--- config.mk ---
export PLATFORM = sky130hd
export DESIGN_NAME = strobed_out_port
export DESIGN_NICKNAME = d
export VERILOG_FILES = /design/src/rtl/strobed_out_port_pkg.sv /design/src/rtl/spo_data_reg.sv /design/src/rtl/spo_pulse_timer.sv /design/src/rtl/strobed_out_port.sv
export SDC_FILE = /design/constraint.sdc
export NUM_CORES = 1
export LEC_CHECK = 0
export BUFFER_PORTS_ARGS = -buffer_cell sky130_fd_sc_hd__buf_2
export CAP_MARGIN = 20
export CORE_AREA = 2 2 39 41
export CTS_BUF_LIST = sky130_fd_sc_hd__clkbuf_2 sky130_fd_sc_hd__clkbuf_4 sky130_fd_sc_hd__clkbuf_8
export CTS_CLUSTER_DIAMETER = 100
export CTS_CLUSTER_SIZE = 14
export DETAILED_ROUTE_END_ITERATION = 16
export DIE_AREA = 0 0 41 43
export HOLD_SLACK_MARGIN = 0.05
export PLACE_DENSITY = 0.74
export SLEW_MARGIN = 10
export SYNTH_ARGS = -nofsm -noshare
export SYNTH_HDL_FRONTEND = slang
export SYNTH_SLANG_ARGS = --single-unit
--- constraint.sdc ---
create_clock -name clk -period 1.7 [get_ports clk]
set_input_delay 0.34 -clock clk [delete_from_list [all_inputs] [get_ports clk]]
set_output_delay 0.34 -clock clk [all_outputs]
set_load 0.005 [all_outputs]
--- src/rtl/strobed_out_port_pkg.sv ---
package strobed_out_port_pkg;
  typedef enum logic {
    MODE_SIMPLE = 1'b0,
    MODE_FULL   = 1'b1
  } strobe_mode_e;

  function automatic logic strobe_level(input logic asserted, input logic pol);
    return pol ? asserted : ~asserted;
  endfunction
endpackage

--- src/rtl/spo_data_reg.sv ---
module spo_data_reg #(
  parameter int W = 8
) (
  input  logic         clk,
  input  logic         rst,
  input  logic         load,
  input  logic [W-1:0] din,
  output logic [W-1:0] q
);
  always_ff @(posedge clk) begin
    if (rst)       q <= '0;
    else if (load) q <= din;
  end

  assert_load_R1: assert property (@(posedge clk) disable iff (rst)
    load |=> q == $past(din));
  assert_hold_R3: assert property (@(posedge clk) disable iff (rst)
    !load |=> $stable(q));
endmodule

--- src/rtl/spo_pulse_timer.sv ---
module spo_pulse_timer #(
  parameter int LEN = 2
) (
  input  logic clk,
  input  logic rst,
  input  logic fire,
  output logic active
);
  localparam int CW = $clog2(LEN + 1);
  localparam logic [CW-1:0] LOAD = CW'(LEN);

  logic [CW-1:0] remain;

  always_ff @(posedge clk) begin
    if (rst)              remain <= '0;
    else if (fire)        remain <= LOAD;
    else if (remain != 0) remain <= remain - 1'b1;
  end

  assign active = (remain != '0);

  assert_restart_R7: assert property (@(posedge clk) disable iff (rst)
    fire |=> remain == LOAD);
  assert_countdown_R4: assert property (@(posedge clk) disable iff (rst)
    (!fire && remain != '0) |=> remain == $past(remain) - 1'b1);
  assert_bound_R4: assert property (@(posedge clk) disable iff (rst)
    remain <= LOAD);
endmodule

--- src/rtl/strobed_out_port.sv ---
module strobed_out_port
  import strobed_out_port_pkg::*;
#(
  parameter int DATA_W       = 8,
  parameter int PULSE_CYCLES = 2
) (
  input  logic              clk,
  input  logic              rst,
  input  logic              wr_en,
  input  logic [DATA_W-1:0] wr_data,
  input  logic              hs_sel,
  input  logic              strb_pol,
  output logic [DATA_W-1:0] rd_data,
  output logic [DATA_W-1:0] pins_out,
  output logic              strobe_out
);
  strobe_mode_e mode;
  logic         fire;
  logic         pulse_on;
  logic [DATA_W-1:0] port_q;

  assign mode = strobe_mode_e'(hs_sel);
  assign fire = wr_en && (mode == MODE_SIMPLE);

  spo_data_reg #(.W(DATA_W)) u_data (
    .clk (clk),
    .rst (rst),
    .load(wr_en),
    .din (wr_data),
    .q   (port_q)
  );

  spo_pulse_timer #(.LEN(PULSE_CYCLES)) u_timer (
    .clk   (clk),
    .rst   (rst),
    .fire  (fire),
    .active(pulse_on)
  );

  assign pins_out   = port_q;
  assign rd_data    = port_q;
  assign strobe_out = strobe_level(pulse_on, strb_pol);

  assert_reset_R8: assert property (@(posedge clk)
    rst |=> (pins_out == '0) && !pulse_on);
  assert_nostrobe_R5: assert property (@(posedge clk) disable iff (rst)
    (wr_en && hs_sel && !pulse_on) |=> !pulse_on);
  assert_start_R4: assert property (@(posedge clk) disable iff (rst)
    (wr_en && !hs_sel) |=> pulse_on);
endmodule

==> flow_summary.toml <==
[floorplan]
initial_core_util_pct = 30.7
die_y_um = 43
dieArea_um2 = 1760
io_pins = 30
core_area_um2 = 1380
row_count = 14
die_x_um = 41

[final_layout]
diodes = 0
nets = 80
syn2layout_area_growth_pct = 26.3
post-route-util_pct = 38.7
fin_area_um2 = 536
nFillCells = 153
stdcell_count = 81
layout-drive-gt1-share_pct = 49.2

[pwr]
power_density_nw_per_um2 = 893
ir_drop_mv = 0.318
p_leak_nw = 0.306

[logic_synthesis]
synth_cells = 43
synth_top_family_by_area = "multiplexers"
synthTopCellsByCount = "dfxtp_1, nor2_1, buf_4, mux2i_1"
synth_adder_area_share_pct = 0
synth_compound_gate_area_share_pct = 1.18
async_flop_share_pct = 0
synthFlopType = "dfxtp_1"
synth_seq_cells = 10
synth_top_area_cell = "dfxtp_1"
avgSynthCellArea_um2 = 9.86
synth_mux_area_share_pct = 18.9
synth_edf_count = 0
synth-seq-area-share_pct = 47.2
synth-xor-area-share_pct = 2.06
synth.distinct_cells = 11
yosys.area.top_type_share_pct = 47.2
yosysWarnings = 0
synth.top_cells.by_area = "dfxtp_1, mux2i_1, buf_4"
synth.net_count = 56
syn_area_um2 = 424
synthSimpleGateAreaFrac_pct = 12.7

[placement]
place_congestion = 0.557
hpwl_um = 603
place_area_um2 = 513
portBuffers = 29
dp.cells = 78

[cts]
clk_pin_slew_worst_paths_ns = 0.07
cts_root_buf = "clkbuf_4"
cts_tree = "built"
cts_buffers = 3
cts.repair.resized = 0
clk_latency_ns = 0.25
cts_sinks = 10
post_cts_buffers = 0
ctsHoldBuffers = 0
cts_buffer_depth = 2
cts_max_level = 1

[drt]
drtPass1Iterations = 1
drc = 0
ant_nets = 0
drt_iter0_drc = 0
via_per_inst = 4.28
drt-total-wl_um = 794
wl_per_cell_um = 9.80
vias = 347

[grt]
grt_overflow = 0
grt_usage_pct = 10.1
grt_pass1_wl_um = 1210
grt_max_degree = 11
antenna_found_initial = 0
grt_pass1_vias = 310

[setup_path]
cp_data_required_time_ns = 1.36
max_stage_delay_ns = 0.32
crit_path_cell_trace = "nor2_1, xor2_1, buf_2"
worstSetupEndpointType = "output pin"
path_max_fanout = 3
worstSetupStartpointType = "register"
crit_type = "register to output pin"
crit_slowest_cell = "dfxtp_1"
arrival_ns = 0.97

[outcome]
outcome = "finished, final reports clean"

[sta]
hold_viol = 0
finClkSkew_ns = 0.000119
timing.final.crit_share_pct = 76.8
worst_pin_slew_ns = 0.269
setup_viol = 0
period_needed_ns = 1.31
grt_setup_unrepaired = "false"
hold_ws_ns = 0.320
relSlewSlack_pct = 82.1
setup_tns_ns = 0
max_freq_mhz = 766
drv_slew = 0

[hold_path]
hold_path_class = "input pin to register"

[job]
cap_violations = 0
power by group:
group,internal [W],total (W),switching (W)
clock network,0.0000813,0.000154,0.0000725
registers,0.000247,0.000255,0.00000775
logic,0.0000387,0.0000692,0.0000305
total,0.000367,0.000478,0.000111
kinds of logic after synthesis:
family,count (synthesis)
compound gates,1
xor+xnor,1
buf+inv,10
flops,10
mux,8
simple gates,13
final timing paths:
path | to | slack (ns) | from | cells past startpoint
max | strobe_out | 0.39 | u_timer.remain[1] | 3
min | u_data.q[7] | 0.32 | wr_data[7] | 3
max reg2reg | u_timer.remain[0] | 1.02 | u_timer.remain[0] | 2
min reg2reg | u_timer.remain[1] | 0.48 | u_timer.remain[1] | 2
routing by layer:
layer / vias to the layer above / global-route usage [%] / routed length [µm] / share of wire [%]
li1: 175 / - / - / -
met2: 18 / 14.4 / 358 / 45
met4: 0 / 6.00 / 0 / 0
met1: 154 / 12.7 / 361 / 45
met3: 0 / 3.14 / 74 / 9.3
met5: - / 0 / 0 / 0
placed cells by master, fill, tap and decap left out:
master    instances
buf_2            29
nor2_1           10
dfxtp_1          10
mux2i_1           8
clkbuf_4          3
nand2b_1          1
and3_1            1
nand2_1           1
a21oi_1           1
xor2_1            1
worst max-delay path, delay by kind of cell (launching register included):
family	cells	cell delay, ns
flops	1	0.32
xor+xnor	1	0.14
simple gates	1	0.13
buf+inv	1	0.12
per-stage QoR:
step / power (W) / setup slack [ns]
final: 0.000478 / 0.394
after global routing: 0.000515 / 0.286
after CTS: 0.000489 / 0.380
after detailed placement: 0.000331 / 0.652
after global placement: 0.000328 / 0.654
after floorplan: 0.000308 / 0.777
sequential cells by signal, summed over array words and instances (netlist names):
signal and flops:
u_data.q 8, u_timer.remain 2
final cells by class:
class	instances	area (µm²)	share of cell area, %
multi-input cells	23	148	27.6
clock buffers	3	22.5	4.21
flip-flops and latches	10	200	37.4
repair buffers	29	145	27.1
well taps	16	20.0	3.74
(Power assumes the default switching activity.)
